## src/rtl/lps_pkg.sv

```systemverilog
package lps_pkg;

   typedef enum logic [1:0] {
      MD_GRANT   = 2'd0,
      MD_SLEEP   = 2'd1,
      MD_STOPCLK = 2'd2,
      MD_DEEP    = 2'd3
   } lps_mode_e;

   typedef enum logic [3:0] {
      ST_IDLE     = 4'd0,
      ST_WAIT_ACK = 4'd1,
      ST_ENT_DLY  = 4'd2,
      ST_ENT_SLP  = 4'd3,
      ST_ENT_SUS  = 4'd4,
      ST_ENT_CLK  = 4'd5,
      ST_RESIDE   = 4'd6,
      ST_EX_LOCK  = 4'd7,
      ST_EX_SUS   = 4'd8,
      ST_EX_LP    = 4'd9,
      ST_EX_HALT  = 4'd10,
      ST_EX_RES   = 4'd11,
      ST_EX_GAP   = 4'd12
   } lps_state_e;

   function automatic int max_i(input int a, input int b);
      return (a > b) ? a : b;
   endfunction

endpackage

```

## src/rtl/lps_mode_dec.sv

```systemverilog
module lps_mode_dec
   import lps_pkg::*;
(
   input  logic      cfg_enable,
   input  logic      cfg_clkstop_en,
   input  logic      cfg_sleep_en,
   input  logic      rd_level2,
   input  logic      rd_level3,
   output logic      start,
   output lps_mode_e start_mode
);

   logic l3_valid;

   always_comb begin
      l3_valid = rd_level3 & (cfg_clkstop_en | cfg_sleep_en);
      start    = cfg_enable & (rd_level2 | l3_valid);
      if (rd_level2) begin
         start_mode = MD_GRANT;
      end else begin
         unique case ({cfg_clkstop_en, cfg_sleep_en})
            2'b01:   start_mode = MD_SLEEP;
            2'b10:   start_mode = MD_STOPCLK;
            2'b11:   start_mode = MD_DEEP;
            default: start_mode = MD_GRANT;
         endcase
      end
   end

endmodule

```

## src/rtl/lps_timer.sv

```systemverilog
module lps_timer #(
   parameter int CNT_W = 8
) (
   input  logic             clk,
   input  logic             rst_n,
   input  logic             load,
   input  logic [CNT_W-1:0] load_val,
   output logic             zero
);

   logic [CNT_W-1:0] cnt_q;

   always_ff @(posedge clk) begin
      if (!rst_n) begin
         cnt_q <= '0;
      end else if (load) begin
         cnt_q <= load_val;
      end else if (cnt_q != '0) begin
         cnt_q <= cnt_q - 1'b1;
      end
   end

   assign zero = (cnt_q == '0);

   p_timer_no_wrap_r8: assert property (@(posedge clk) disable iff (!rst_n)
      (!load && zero) |=> zero)
      else $error("timer left zero without a load");

endmodule

```

## src/rtl/lps_seq_fsm.sv

```systemverilog
module lps_seq_fsm
   import lps_pkg::*;
#(
   parameter int SLEEP_DLY    = 50,
   parameter int RESUME_DLY   = 1056,
   parameter int GAP_DLY      = 2,
   parameter int LOCK_W       = 8,
   parameter int CNT_W        = 11,
   parameter bit HAS_CACHE_LP = 1'b1
) (
   input  logic              clk,
   input  logic              rst_n,
   input  logic              cfg_enable,
   input  logic              cfg_cache_lp_en,
   input  logic              start,
   input  lps_mode_e         start_mode,
   input  logic              halt_ack,
   input  logic              wake_req,
   input  logic [LOCK_W-1:0] pll_lock_cnt,
   input  logic              tmr_zero,
   output logic              tmr_load,
   output logic [CNT_W-1:0]  tmr_val,
   output logic              halt_req,
   output logic              core_sleep,
   output logic              synth_stop,
   output logic              refresh_hold,
   output logic              cache_lp
);

   localparam logic [CNT_W-1:0] SLP_LD = CNT_W'(SLEEP_DLY - 1);
   localparam logic [CNT_W-1:0] RES_LD = CNT_W'(RESUME_DLY - 1);
   localparam logic [CNT_W-1:0] GAP_LD = CNT_W'(GAP_DLY - 1);

   lps_state_e st_q, st_d;
   lps_mode_e  mode_q, mode_d;
   logic halt_q, halt_d, slp_q, slp_d, stop_q, stop_d;
   logic sus_q, sus_d, lp_q, lp_d;
   logic pend_q, in_entry, leaving, zz_allow;

   generate
      if (HAS_CACHE_LP) begin : g_lp_on
         assign zz_allow = cfg_cache_lp_en;
      end else begin : g_lp_off
         assign zz_allow = cfg_cache_lp_en & 1'b0;
      end
   endgenerate

   always_comb begin
      in_entry = (st_q == ST_WAIT_ACK) || (st_q == ST_ENT_DLY) ||
                 (st_q == ST_ENT_SLP)  || (st_q == ST_ENT_SUS) ||
                 (st_q == ST_ENT_CLK);
   end

   always_comb begin
      st_d     = st_q;
      mode_d   = mode_q;
      halt_d   = halt_q;
      slp_d    = slp_q;
      stop_d   = stop_q;
      sus_d    = sus_q;
      lp_d     = lp_q;
      tmr_load = 1'b0;
      tmr_val  = '0;
      leaving  = 1'b0;
      case (st_q)
         ST_IDLE: begin
            if (start) begin
               mode_d = start_mode;
               halt_d = 1'b1;
               st_d   = ST_WAIT_ACK;
            end
         end
         ST_WAIT_ACK: begin
            if (halt_ack) begin
               lp_d = zz_allow;
               case (mode_q)
                  MD_GRANT:   st_d = ST_RESIDE;
                  MD_SLEEP: begin
                     tmr_load = 1'b1;
                     tmr_val  = SLP_LD;
                     st_d     = ST_ENT_DLY;
                  end
                  MD_STOPCLK: st_d = ST_ENT_SUS;
                  default:    st_d = ST_ENT_SLP;
               endcase
            end
         end
         ST_ENT_DLY: begin
            if (tmr_zero) begin
               slp_d = 1'b1;
               st_d  = ST_RESIDE;
            end
         end
         ST_ENT_SLP: begin
            slp_d = 1'b1;
            st_d  = ST_ENT_SUS;
         end
         ST_ENT_SUS: begin
            sus_d = 1'b1;
            st_d  = ST_ENT_CLK;
         end
         ST_ENT_CLK: begin
            stop_d = 1'b1;
            st_d   = ST_RESIDE;
         end
         ST_RESIDE: begin
            if (wake_req || pend_q) begin
               leaving = 1'b1;
               case (mode_q)
                  MD_GRANT: begin
                     lp_d = 1'b0;
                     st_d = ST_EX_HALT;
                  end
                  MD_SLEEP: begin
                     slp_d    = 1'b0;
                     tmr_load = 1'b1;
                     tmr_val  = RES_LD;
                     st_d     = ST_EX_RES;
                  end
                  default: begin
                     stop_d   = 1'b0;
                     tmr_load = 1'b1;
                     tmr_val  = CNT_W'(pll_lock_cnt);
                     st_d     = ST_EX_LOCK;
                  end
               endcase
            end
         end
         ST_EX_LOCK: begin
            if (tmr_zero) begin
               if (mode_q == MD_DEEP) begin
                  slp_d = 1'b0;
                  st_d  = ST_EX_SUS;
               end else begin
                  sus_d = 1'b0;
                  st_d  = ST_EX_LP;
               end
            end
         end
         ST_EX_SUS: begin
            sus_d = 1'b0;
            st_d  = ST_EX_LP;
         end
         ST_EX_LP: begin
            lp_d = 1'b0;
            st_d = ST_EX_HALT;
         end
         ST_EX_HALT: begin
            halt_d = 1'b0;
            st_d   = ST_IDLE;
         end
         ST_EX_RES: begin
            if (tmr_zero) begin
               lp_d     = 1'b0;
               tmr_load = 1'b1;
               tmr_val  = GAP_LD;
               st_d     = ST_EX_GAP;
            end
         end
         ST_EX_GAP: begin
            if (tmr_zero) begin
               halt_d = 1'b0;
               st_d   = ST_IDLE;
            end
         end
         default: st_d = ST_IDLE;
      endcase
   end

   always_ff @(posedge clk) begin
      if (!rst_n) begin
         st_q   <= ST_IDLE;
         mode_q <= MD_GRANT;
         halt_q <= 1'b0;
         slp_q  <= 1'b0;
         stop_q <= 1'b0;
         sus_q  <= 1'b0;
         lp_q   <= 1'b0;
         pend_q <= 1'b0;
      end else begin
         st_q   <= st_d;
         mode_q <= mode_d;
         halt_q <= halt_d;
         slp_q  <= slp_d;
         stop_q <= stop_d;
         sus_q  <= sus_d;
         lp_q   <= lp_d;
         if (leaving) begin
            pend_q <= 1'b0;
         end else if (in_entry && wake_req) begin
            pend_q <= 1'b1;
         end
      end
   end

   assign halt_req     = halt_q;
   assign core_sleep   = slp_q;
   assign synth_stop   = stop_q;
   assign refresh_hold = sus_q;
   assign cache_lp     = lp_q;

   p_grant_no_stop_r3: assert property (@(posedge clk) disable iff (!rst_n)
      (mode_q == MD_GRANT) |-> !stop_q)
      else $error("synthesizer stop raised in stop-grant state");

   p_disabled_stays_idle_r2: assert property (@(posedge clk) disable iff (!rst_n)
      (st_q == ST_IDLE && !cfg_enable) |=> (st_q == ST_IDLE))
      else $error("sequence started while clock control disabled");

   p_sleep_under_halt_r5: assert property (@(posedge clk) disable iff (!rst_n)
      slp_q |-> (halt_q && (mode_q == MD_SLEEP || mode_q == MD_DEEP)))
      else $error("sleep line outside a sleep state");

   p_stop_needs_hold_r7: assert property (@(posedge clk) disable iff (!rst_n)
      stop_q |-> (sus_q && halt_q))
      else $error("synthesizer stop without refresh hold");

   p_hold_after_stop_r8: assert property (@(posedge clk) disable iff (!rst_n)
      $fell(sus_q) |-> !stop_q)
      else $error("refresh hold released before synthesizer stop");

   p_lp_under_halt_r11: assert property (@(posedge clk) disable iff (!rst_n)
      lp_q |-> halt_q)
      else $error("cache low-power line outside a sequence");

   p_halt_last_r6: assert property (@(posedge clk) disable iff (!rst_n)
      $fell(halt_q) |-> !(slp_q || stop_q || sus_q || lp_q))
      else $error("halt released before other outputs");

   p_busy_read_ignored_r13: assert property (@(posedge clk) disable iff (!rst_n)
      (st_q != ST_IDLE && start) |=> $stable(mode_q))
      else $error("mode changed by a read during a sequence");

endmodule

```

## src/rtl/lps_sequencer.sv

```systemverilog
module lps_sequencer
   import lps_pkg::*;
#(
   parameter int SLEEP_DLY    = 50,
   parameter int RESUME_DLY   = 1056,
   parameter int GAP_DLY      = 2,
   parameter int LOCK_W       = 8,
   parameter bit HAS_CACHE_LP = 1'b1
) (
   input  logic              clk,
   input  logic              rst_n,
   input  logic              cfg_enable,
   input  logic              cfg_clkstop_en,
   input  logic              cfg_sleep_en,
   input  logic              cfg_cache_lp_en,
   input  logic              rd_level2,
   input  logic              rd_level3,
   input  logic              halt_ack,
   input  logic              wake_req,
   input  logic [LOCK_W-1:0] pll_lock_cnt,
   output logic              halt_req,
   output logic              core_sleep,
   output logic              synth_stop,
   output logic              refresh_hold,
   output logic              cache_lp
);

   localparam int DLY_W = max_i(max_i($clog2(SLEEP_DLY + 1), $clog2(RESUME_DLY + 1)),
                                $clog2(GAP_DLY + 1));
   localparam int CNT_W = max_i(DLY_W, LOCK_W);

   generate
      if (SLEEP_DLY < 1) begin : g_bad_sleep
         $error("SLEEP_DLY must be at least 1");
      end
      if (RESUME_DLY < 1) begin : g_bad_resume
         $error("RESUME_DLY must be at least 1");
      end
      if (GAP_DLY < 1) begin : g_bad_gap
         $error("GAP_DLY must be at least 1");
      end
      if (LOCK_W < 1) begin : g_bad_lock
         $error("LOCK_W must be at least 1");
      end
   endgenerate

   logic             start;
   lps_mode_e        start_mode;
   logic             tmr_load;
   logic [CNT_W-1:0] tmr_val;
   logic             tmr_zero;

   lps_mode_dec u_dec (
      .cfg_enable     (cfg_enable),
      .cfg_clkstop_en (cfg_clkstop_en),
      .cfg_sleep_en   (cfg_sleep_en),
      .rd_level2      (rd_level2),
      .rd_level3      (rd_level3),
      .start          (start),
      .start_mode     (start_mode)
   );

   lps_timer #(.CNT_W(CNT_W)) u_tmr (
      .clk      (clk),
      .rst_n    (rst_n),
      .load     (tmr_load),
      .load_val (tmr_val),
      .zero     (tmr_zero)
   );

   lps_seq_fsm #(
      .SLEEP_DLY    (SLEEP_DLY),
      .RESUME_DLY   (RESUME_DLY),
      .GAP_DLY      (GAP_DLY),
      .LOCK_W       (LOCK_W),
      .CNT_W        (CNT_W),
      .HAS_CACHE_LP (HAS_CACHE_LP)
   ) u_fsm (
      .clk             (clk),
      .rst_n           (rst_n),
      .cfg_enable      (cfg_enable),
      .cfg_cache_lp_en (cfg_cache_lp_en),
      .start           (start),
      .start_mode      (start_mode),
      .halt_ack        (halt_ack),
      .wake_req        (wake_req),
      .pll_lock_cnt    (pll_lock_cnt),
      .tmr_zero        (tmr_zero),
      .tmr_load        (tmr_load),
      .tmr_val         (tmr_val),
      .halt_req        (halt_req),
      .core_sleep      (core_sleep),
      .synth_stop      (synth_stop),
      .refresh_hold    (refresh_hold),
      .cache_lp        (cache_lp)
   );

endmodule

```

## config.mk

```make
export PLATFORM = sky130hd
export DESIGN_NAME = lps_sequencer
export DESIGN_NICKNAME = d
export VERILOG_FILES = /design/src/rtl/lps_pkg.sv /design/src/rtl/lps_mode_dec.sv /design/src/rtl/lps_timer.sv /design/src/rtl/lps_seq_fsm.sv /design/src/rtl/lps_sequencer.sv
export SDC_FILE = /design/constraint.sdc
export NUM_CORES = 1
export LEC_CHECK = 0
export BUFFER_PORTS_ARGS = -buffer_cell sky130_fd_sc_hd__buf_4
export CORE_MARGIN = 5
export CORE_UTILIZATION = 35
export CTS_BUF_LIST = sky130_fd_sc_hd__clkbuf_8
export CTS_CLUSTER_SIZE = 14
export DETAILED_ROUTE_END_ITERATION = 10
export PLACE_DENSITY_LB_ADDON = 0.08
export SLEW_MARGIN = 20
export SYNTH_ARGS = -nofsm -noshare
export SYNTH_HDL_FRONTEND = slang
export SYNTH_SLANG_ARGS = --single-unit
```

## constraint.sdc

```tcl
create_clock -name clk -period 2 [get_ports clk]
set_input_delay 0.4 -clock clk [delete_from_list [all_inputs] [get_ports clk]]
set_output_delay 0.4 -clock clk [all_outputs]
set_load 0.005 [all_outputs]
```

==> flow_summary_export.csv, run 1 <==
group,metric,value,unit
timing,rsz0062_at_grt,"false",
die,initial_core_util,36.3,%
power_and_ir_drop,pwr-share-seq,27.1,%
global_route,grt_overflow,0,
placement,io_buffers,22,
cts,cts_tree,"done",
critical_path,slowest_delay,580,ps
yosys,synthAdderAreaFrac,0.787,%
route,drtPass1Iterations,4,
global_route,grt_pass1_wl,7.34,mm
cts,cts_hold_buf,0,
route,routed_wl,4.51,mm
outcome,status,"complete, no violations",
die,num_rows,24,
die,fp.dieW,77.4,um
yosys,synth_cells,199,
cts,numCtsBuffers,3,
route,vias,1627,
route,drtIter0Drc,166,
hold_path,hp-class,"primary input to flop",
yosys,synth_area,0.00159,sq mm
yosys,synth-edff-count,0,
critical_path,regToRegEndpoint,"u_tmr.cnt_q[1]$_SDFFE_PN0P_",
cts,cts_sinks,23,
timing,setup_tns,0,ps
critical_path,endpoint_kind,"flop",
timing,worst_pin_slew,665,ps
timing,max_freq,525,MHz
critical_path,r2r_cells,6,
yosys,synthSimpleGateAreaFrac,30.5,%
cts,h-tree-depth,1,
power_and_ir_drop,clkPwrFrac,10.9,%
cells_and_area,mostFrequentLayoutCells,"40 x buf_4, 23 x dfxtp_1, 22 x nor2_1, 18 x nand2_1, 13 x a21oi_1",
power_and_ir_drop,p_int,1.57,mW
yosys,synthesis.nets,218,
yosys,synth_compound_area_share,27.5,%
critical_path,arrival,2080,ps
power_and_ir_drop,switching_share,43.2,%
timing,whs,412,ps
cts,clk_latency,270,ps
cells_and_area,seq_area,460,sq um
placement,post-dp-hpwl,3.48,mm
cells_and_area,fillCellCount,438,
route,drt-wirelength-per-cell,15.9,um
route,drc,0,
yosys,ys_seq_elements,23,
cells_and_area,antenna_cells,0,
critical_path,cp-start-kind,"flop",
die,design.die.area,0.00599,sq mm
cts,cts-root-buf,"clkbuf_8",
power_and_ir_drop,p_per_area,1430,mW/mm^2
power_and_ir_drop,p_comb_share,61.9,%
job,cap_violations,0,
timing,fin_crit,1900,ps
yosys,ys.flop_type,"dfxtp_1",
critical_path,worstPathMaxFanout,6,
power_and_ir_drop,irDropWorstVdd,439,uV
cts,path_clk_slew,90,ps
timing,slew_violations,0,
hold_path,holdPathStages,3,
power_and_ir_drop,leakage,0.771,nW
critical_path,path_buf_inv,1,
timing,slew_headroom,55.7,%
global_route,track_usage,14.8,%
cells_and_area,layout_commonest_cell,"buf_4",
critical_path,worstSetupPathType,"flop to flop",
critical_path,path_cells,"buf_4, nor2_1, nand3_1, o221ai_1, a211oi_1, o21a_1",
cells_and_area,area_delta_synth_final,22.1,%
cts,cts_buffer_depth,2,
yosys,synth-xor-area-share,1.65,%
yosys,synth_top_family_by_area,"simple AND/OR/NAND/NOR gates",
route,drt.antenna.violating_nets,0,
yosys,synth_mux_area_share,5.04,%
route,viasPerCell,5.75,
global_route,grt_max_degree,18,
critical_path,cp_slowest_cell,"o221ai_1",
global_route,first_global_vias,1559,
timing,setup_viol,0,
die,die_h,77.4,um
cells_and_area,drive_above_1_share,23.4,%
global_route,antenna_found_initial,0,
cells_and_area,multiInputGateArea,0.00104,sq mm
yosys,synth_warnings,0,
yosys,synth_cell_types,62,
die,ios,23,
timing,finClkSkew,2.86,ps
critical_path,crit_family,"compound AO/OA/AOI/OAI gates",
timing,fin_crit_sh,95.2,%
yosys,synth-seq-area-share,29.0,%
placement,gp_congestion,0.957,
cts,cts_resized,0,
power_and_ir_drop,p_switching,1.20,mW
yosys,avgSynthCellArea,7.99,sq um
cells_and_area,final_nets,251,
critical_path,r2r_slack,100,ps
critical_path,worstReg2RegStart,"u_fsm.st_q[3]$_SDFFE_PN0P_",
yosys,async_flop_share,0,%
critical_path,required,2170,ps
hold_path,min_to,"u_tmr.cnt_q[4]$_SDFFE_PN0P_",
cts,postCtsSetupRepairBufs,0,
die,core_area,0.00438,sq mm
timing,hold_violations,0,
hold_path,min_from,"pll_lock_cnt[4]",
cell families (layout without fill, tap and decap cells):
group	Yosys count	in the layout
adders and majority gates	1	1
AOI/OAI and AO/OA	59	59
DFF	23	23
xor gates and xnor gates	3	3
and+or+nand+nor	85	85
buffers and inverters	20	52
muxes	8	8
final cells by class:
type / count / share of cell area [%]
Timing Repair Buffer: 40 / 15.5
Inverter: 8 / 1.55
Clock buffer: 3 / 2.13
Clock inverter: 1 / 0.193
Tap cell: 52 / 3.35
Sequential cell: 23 / 23.7
Multi-Input combinational cell: 156 / 53.6
worst reg2reg max path, stage by stage (launching register included):
cell and delay, ps:
dfxtp_1 340, buf_4 160, nor2_1 230, nand3_1 180
o221ai_1 580, a211oi_1 110, o21a_1 210
cell usage after synthesis, types with 2 or more instances:
cell / number / area (sq um)
and3_1: 2 / 12.5
nand3b_1: 2 / 15.0
o21ai_1: 2 / 10.0
buf_2: 2 / 10.0
nor2_1: 22 / 82.6
inv_1: 7 / 26.3
nor2b_1: 6 / 37.5
a21o_1: 2 / 15.0
o22a_1: 2 / 17.5
a211o_1: 2 / 17.5
o21ai_0: 6 / 30.0
a311o_1: 2 / 20.0
a21boi_0: 2 / 15.0
a311oi_1: 2 / 17.5
nand3_1: 4 / 20.0
xnor2_1: 3 / 26.3
o21a_1: 4 / 30.0
o22ai_1: 2 / 12.5
or3_1: 2 / 12.5
dfxtp_1: 23 / 460
mux2i_1: 8 / 80.1
a21oi_1: 13 / 65.1
a31oi_1: 3 / 18.8
clkbuf_1: 8 / 30.0
a211oi_1: 2 / 15.0
nand2_1: 18 / 67.6
nor3_1: 8 / 40.0
nand2b_1: 6 / 37.5
how the worst max path moves through the flow:
| stage | depth (start not counted) | slack [ps] | endpoint | from |
|---|---|---|---|---|
| floorplan | 8 | 200 | u_fsm.st_q[1]$_SDFFE_PN0P_ | u_tmr.cnt_q[0]$_SDFFE_PN0P_ |
| global placement | 6 | 110 | u_tmr.cnt_q[1]$_SDFFE_PN0P_ | u_fsm.st_q[3]$_SDFFE_PN0P_ |
| detailed placement | 6 | 170 | u_tmr.cnt_q[1]$_SDFFE_PN0P_ | u_fsm.st_q[3]$_SDFFE_PN0P_ |
| CTS | 6 | 150 | u_tmr.cnt_q[1]$_SDFFE_PN0P_ | u_fsm.st_q[3]$_SDFFE_PN0P_ |
| global route | 8 | 10 | u_fsm.core_sleep$_SDFFE_PN0P_ | u_tmr.cnt_q[0]$_SDFFE_PN0P_ |
| finish | 6 | 100 | u_tmr.cnt_q[1]$_SDFFE_PN0P_ | u_fsm.st_q[3]$_SDFFE_PN0P_ |
power groups by stage:
stage / registers [mW] / clock network (mW) / logic, mW
6_report: 0.751 / 0.303 / 1.71
3_5_place_dp: 0.760 / 0 / 1.69
2_1_floorplan: 0.721 / 0 / 1.26
4_1_cts: 0.750 / 0.310 / 1.70
3_3_place_gp: 0.756 / 0 / 1.72
5_1_grt: 0.773 / 0.325 / 1.88
metal layers:
layer / track usage [%] / up-vias / share of wire, %
met5: 0 / - / 0
li1: - / 799 / -
met3: 2.66 / 5 / 7.5
met4: 3.09 / 0 / 0.89
met2: 23.1 / 65 / 44
met1: 21.3 / 758 / 47
registers in the layout, indices dropped and copies added (netlist names):
signal and cells:
u_fsm.synth_stop 1, u_fsm.cache_lp 1, u_fsm.core_sleep 1, u_fsm.pend_q 1
u_fsm.refresh_hold 1, u_fsm.halt_req 1, u_tmr.cnt_q 11, u_fsm.st_q 4
u_fsm.mode_q 2
per-stage QoR:
step / cell area (sq um) / utilization, % / setup WS, ps / power, mW / cells
finish: 1940 / 44.3 / 96.6 / 2.77 / 283
global route: 1940 / 44.3 / 11.5 / 2.98 / 283
CTS: 1940 / 44.3 / 153 / 2.76 / 283
detailed placement: 1900 / 43.3 / 172 / 2.45 / 279
global placement: 1900 / 43.3 / 110 / 2.47 / 279
floorplan: 1590 / - / 201 / 1.98 / 199
No activity file was read; power rests on OpenSTA's default activity.
==> run 2: changes to the inputs <==
--- a/config.mk
+++ b/config.mk
@@ -7,3 +7,2 @@
 export LEC_CHECK = 0
-export BUFFER_PORTS_ARGS = -buffer_cell sky130_fd_sc_hd__buf_4
 export CORE_MARGIN = 5
@@ -13,2 +12,3 @@
 export DETAILED_ROUTE_END_ITERATION = 10
+export DONT_BUFFER_PORTS = 1
 export PLACE_DENSITY_LB_ADDON = 0.08
==> constraint.sdc (replaced) <==
create_clock -name clk -period 2 [get_ports clk]
set_input_delay 0.3 -clock clk [delete_from_list [all_inputs] [get_ports clk]]
set_output_delay 0.3 -clock clk [all_outputs]
set_load 0.005 [all_outputs]
==> run 2 against run 1 <==
Against the previous run:
- cell count down 8.1%
- die area unchanged
- setup slack better by 68 ps
- power down 1.2%
- global-route usage up 0.66 points
- clock skew up 2.8 ps
- sequential power up 5.2%
- sequential cell count unchanged
- critical path depth up 2
- utilization down 3.6 points
- via count down 4.9%
- largest cell class unchanged
==> flow_summary_export.csv, run 2 (synthesis results as in run 1) <==
group,metric,value,unit
critical_path,cp-start-kind,"flop",
critical_path,slowest_delay,350,ps
timing,worst_pin_slew,582,ps
cts,cts_tree,"done",
critical_path,path_depth,8,
die,ios,23,
route,drtIter0Drc,187,
hold_path,holdPathStages,2,
power_and_ir_drop,irDropWorstVdd,565,uV
timing,finClkSkew,5.69,ps
critical_path,path_cells,"inv_1, ha_1, nor3b_4, nand3_2, buf_6, a21oi_4, a21oi_1, a311oi_2",
critical_path,arrival,2030,ps
critical_path,worstPathMaxFanout,10,
placement,placed_cell_area,0.00172,sq mm
cts,cts_buffer_depth,2,
timing,max_freq,545,MHz
route,vias,1548,
die,design.die.area,0.00599,sq mm
hold_path,min_to,"u_fsm.core_sleep$_SDFFE_PN0P_",
cells_and_area,fillCellCount,438,
critical_path,worstReg2RegStart,"u_tmr.cnt_q[0]$_SDFFE_PN0P_",
cts,path_clk_slew,90,ps
critical_path,regToRegEndpoint,"u_fsm.st_q[1]$_SDFFE_PN0P_",
cts,postCtsSetupRepairBufs,0,
global_route,first_global_vias,1493,
global_route,grt_pass1_wl,7.65,mm
cells_and_area,final_nets,228,
cells_and_area,antenna_cells,0,
route,drt-wirelength-per-cell,17.8,um
route,viasPerCell,5.95,
global_route,grt_max_degree,16,
cts,cts_sinks,23,
power_and_ir_drop,p_per_area,1530,mW/mm^2
critical_path,crit_family,"compound AO/OA/AOI/OAI gates",
placement,gp_congestion,0.862,
route,routed_wl,4.64,mm
power_and_ir_drop,leakage,0.660,nW
timing,fin_ws,164,ps
cells_and_area,regMostFlops,"u_tmr.cnt_q",
cells_and_area,drive_above_1_share,15.4,%
cells_and_area,reg_top3,"u_tmr.cnt_q x11, u_fsm.st_q x4, u_fsm.mode_q x2",
timing,fin_crit_sh,91.8,%
die,die_h,77.4,um
hold_path,min_from,"rst_n",
critical_path,cp_slowest_cell,"dfxtp_1",
critical_path,worstSetupPathType,"flop to flop",
die,fp.dieW,77.4,um
cells_and_area,post-route-cell-area,0.00179,sq mm
hold_path,hp-class,"primary input to flop",
cts,h-tree-depth,1,
cells_and_area,mostFrequentLayoutCells,"23 x dfxtp_1, 22 x nor2_1, 18 x nand2_1, 16 x buf_4, 13 x a21oi_1",
critical_path,endpoint_kind,"flop",
critical_path,r2r_cells,8,
timing,rsz0062_at_grt,"false",
placement,post-dp-hpwl,3.46,mm
placement,io_buffers,0,
cells_and_area,layout_commonest_cell,"dfxtp_1",
cts,numCtsBuffers,3,
global_route,grt_overflow,0,
job,cap_violations,0,
critical_path,r2r_slack,160,ps
placement,pre_cts_ws,108,ps
die,initial_core_util,36.3,%
route,drc,0,
timing,hold_violations,0,
global_route,antenna_found_initial,0,
cells_and_area,area_delta_synth_final,12.3,%
timing,fin_crit,1840,ps
cts,clk_latency,270,ps
global_route,track_usage,15.4,%
timing,setup_viol,0,
cts,cts-root-buf,"clkbuf_8",
die,core_area,0.00438,sq mm
outcome,status,"complete, no violations",
timing,setup_tns,0,ps
critical_path,required,2190,ps
critical_path,path_buf_inv,2,
timing,whs,150,ps
route,drt.antenna.violating_nets,0,
die,num_rows,24,
timing,slew_headroom,60.9,%
route,drtPass1Iterations,4,
cells_and_area,largest_reg_flops,11,
timing,slew_violations,0,
[run 2: cell count changes in the layout (fill, tap and decap cells not counted)]
cell,before,now
nor3b_2,1,0
o221ai_2,0,1
o221ai_1,1,0
buf_4,40,16
nor3b_4,0,1
buf_6,0,1
[run 2: worst max-delay path by stage]
| stage | start | end | slack [ps] |
|---|---|---|---|
| final | u_tmr.cnt_q[0]$_SDFFE_PN0P_ | u_fsm.st_q[1]$_SDFFE_PN0P_ | 160 |
| after detailed placement | u_fsm.st_q[2]$_SDFFE_PN0P_ | u_tmr.cnt_q[1]$_SDFFE_PN0P_ | 110 |
| after floorplan | u_tmr.cnt_q[0]$_SDFFE_PN0P_ | u_fsm.st_q[1]$_SDFFE_PN0P_ | 200 |
| after CTS | u_fsm.st_q[2]$_SDFFE_PN0P_ | u_tmr.cnt_q[1]$_SDFFE_PN0P_ | 90 |
| after global routing | u_tmr.cnt_q[0]$_SDFFE_PN0P_ | u_fsm.st_q[1]$_SDFFE_PN0P_ | 30 |
| after global placement | u_fsm.st_q[2]$_SDFFE_PN0P_ | u_tmr.cnt_q[1]$_SDFFE_PN0P_ | 40 |
[run 2: stage by stage]
step	power (mW)	utilization (%)	cells
after floorplan	1.98	-	199
after global placement	2.38	39.3	256
after detailed placement	2.37	39.3	256
after CTS	2.68	40.4	260
after global routing	2.95	40.7	260
final	2.74	40.7	260
[run 2: layout make-up]
class / count / area (sq um) / area share (%)
inverter: 8 / 30.0 / 1.68
clock buffer: 3 / 41.3 / 2.31
multi-input combinational: 156 / 1050 / 59.0
sequential: 23 / 460 / 25.8
clock inverter: 1 / 3.75 / 0.210
tap: 52 / 65.1 / 3.64
timing repair buffer: 17 / 131 / 7.36
[run 2: timing repair]
item | CTS | global route
endpoints found under the hold margin | 0 | 0
hold buffers | 0 | 0
gates resized for setup | 0 | 3
endpoints found under the setup margin | 0 | 8
[run 2: report_power, final]
part	leakage, nW	internal [mW]	total (mW)	switching, mW
Combinational	0.444	0.784	1.64	0.859
Clock	0.0269	0.138	0.303	0.165
Sequential	0.189	0.602	0.790	0.189
Total	0.660	1.52	2.74	1.21
[run 2: layer usage]
metal | track usage, % | part of all wire [%] | up-vias
met2 | 21.9 | 42 | 67
met1 | 23.2 | 48 | 722
li1 | - | - | 752
met5 | 0 | 0 | -
met4 | 3.95 | 1.1 | 0
met3 | 3.70 | 9.0 | 7
==> run 3: changes to the inputs <==
- clock period: 2 -> 2.02 ns (I/O delays scaled with it)
==> run 3 against run 2 <==
Against the previous run:
- sequential power shrank 1%
- register-to-register slack got worse by 60 ps
- hold slack better by 5.9 ps
- combinational power down 3%
- largest cell class unchanged
- highest routed layer unchanged
==> flow_summary_export.csv, run 3 (synthesis results as in run 1) <==
group,metric,value,unit
global_route,first_global_vias,1484,
route,routed_wl,4.44,mm
cells_and_area,final_nets,226,
route,viasPerCell,5.84,
timing,fin_crit_sh,94.7,%
die,ios,23,
die,design.die.area,0.00599,sq mm
die,core_area,0.00438,sq mm
power_and_ir_drop,pwr-share-seq,29.4,%
power_and_ir_drop,switching_share,43.8,%
die,num_rows,24,
route,drc,0,
power_and_ir_drop,p_switching,1.16,mW
timing,fin_ws,108,ps
cells_and_area,layout_commonest_cell,"dfxtp_1",
power_and_ir_drop,finalPower,2.66,mW
critical_path,worstSetupPathType,"flop to flop",
power_and_ir_drop,leakage,0.647,nW
timing,worst_pin_slew,635,ps
global_route,grt_max_degree,14,
power_and_ir_drop,p_int,1.49,mW
critical_path,required,2200,ps
job,cap_violations,0,
cells_and_area,multiInputGateArea,0.00105,sq mm
route,drt-wirelength-per-cell,17.2,um
placement,pre_cts_ws,92.7,ps
timing,setup_viol,0,
cells_and_area,seq_area,460,sq um
cells_and_area,reg_top3,"u_tmr.cnt_q x11, u_fsm.st_q x4, u_fsm.mode_q x2",
cts,cts-root-buf,"clkbuf_8",
timing,finClkSkew,6.98,ps
route,vias,1507,
critical_path,cp-start-kind,"flop",
die,initial_core_util,36.3,%
global_route,track_usage,14.8,%
global_route,grt_pass1_wl,7.27,mm
timing,rsz0062_at_grt,"true",
critical_path,worstPathMaxFanout,11,
global_route,antenna_found_initial,0,
die,fp.dieW,77.4,um
placement,gp_congestion,0.871,
critical_path,arrival,2100,ps
cells_and_area,fillCellCount,448,
cells_and_area,drive_above_1_share,14.1,%
timing,slew_headroom,57.7,%
cells_and_area,area_delta_synth_final,10.7,%
hold_path,hp-class,"primary input to flop",
cts,cts_tree,"done",
cts,clk_latency,260,ps
power_and_ir_drop,p_per_area,1510,mW/mm^2
route,drt.antenna.violating_nets,0,
cells_and_area,regMostFlops,"u_tmr.cnt_q",
cells_and_area,antenna_cells,0,
cts,postCtsSetupRepairBufs,0,
cts,numCtsBuffers,3,
power_and_ir_drop,p_comb_share,59.9,%
power_and_ir_drop,clkPwrFrac,10.7,%
cts,cts_sinks,23,
cts,cts_buffer_depth,2,
cells_and_area,largest_reg_flops,11,
cells_and_area,mostFrequentLayoutCells,"23 x dfxtp_1, 22 x nor2_1, 18 x nand2_1, 15 x buf_4, 13 x a21oi_1",
route,drtPass1Iterations,4,
route,drtIter0Drc,145,
power_and_ir_drop,irDropWorstVdd,548,uV
cts,h-tree-depth,1,
timing,fin_crit,1910,ps
placement,io_buffers,0,
placement,post-dp-hpwl,3.39,mm
outcome,status,"complete, no violations",
die,die_h,77.4,um
cts,path_clk_slew,90,ps
global_route,grt_overflow,0,
critical_path,endpoint_kind,"flop",
timing,max_freq,523,MHz
timing,slew_violations,0,
timing,hold_violations,0,
==> run 3: changes by cell type in the layout (fill, tap and decap cells not counted), sizes merged <==
cell and delta:
buf -2
==> run 3: path summary, 6_finish.rpt <==
path                                 startpoint                            end  slack [ps]  cells after the start
hold reg to reg   u_fsm.core_sleep$_SDFFE_PN0P_  u_fsm.core_sleep$_SDFFE_PN0P_         520                      2
setup reg to reg     u_fsm.st_q[2]$_SDFFE_PN0P_    u_tmr.cnt_q[0]$_SDFFE_PN0P_         110                      5
hold / removal                            rst_n    u_tmr.cnt_q[1]$_SDFFE_PN0P_         160                      1
setup / recovery     u_fsm.st_q[2]$_SDFFE_PN0P_    u_tmr.cnt_q[0]$_SDFFE_PN0P_         110                      5
==> run 3: layout make-up <==
cell class	count	area share, %
multi-input cells	156	59.5
inverters	8	1.71
clock buffers	3	2.35
clock inverters	1	0.213
flip-flops and latches	23	26.2
repair buffers	15	6.40
well taps	52	3.70
==> run 3: metal layers <==
metal | part of all wire [%] | GRT usage [%]
met1 | 48 | 21.3
met2 | 45 | 22.5
met3 | 6.5 | 3.59
met4 | 0.36 | 3.09
met5 | 0 | 0
==> run 3: worst max-delay path, cell delays in order, from the launching register on <==
cell and delay, ps:
dfxtp_1 520, and4bb_2 310, o21ai_1 130, o22ai_1 500, o21ai_0 180, a21oi_1 200
==> run 3: power groups by stage <==
stage | registers, mW | logic [mW] | clock network (mW)
after floorplan | 0.714 | 1.25 | 0
after global placement | 0.775 | 1.57 | 0
final | 0.781 | 1.59 | 0.285
after detailed placement | 0.781 | 1.56 | 0
after CTS | 0.770 | 1.57 | 0.299
after global routing | 0.804 | 1.75 | 0.313
==> run 3: repair_timing <==
action | in CTS | in global routing
gates resized for setup | 0 | 1
hold buffers | 0 | 0
endpoints found under the setup margin | 0 | 7
==> run 3: per-stage QoR <==
stage	setup TNS [ps]	area [sq um]	hold slack [ps]	util, %	cells
after floorplan	0	1590	457	-	199
after global placement	0	1710	425	39.0	254
after detailed placement	0	1710	427	39.0	254
after CTS	0	1750	150	40.0	258
after global routing	-148	1760	154	40.2	258
final	0	1760	156	40.2	258
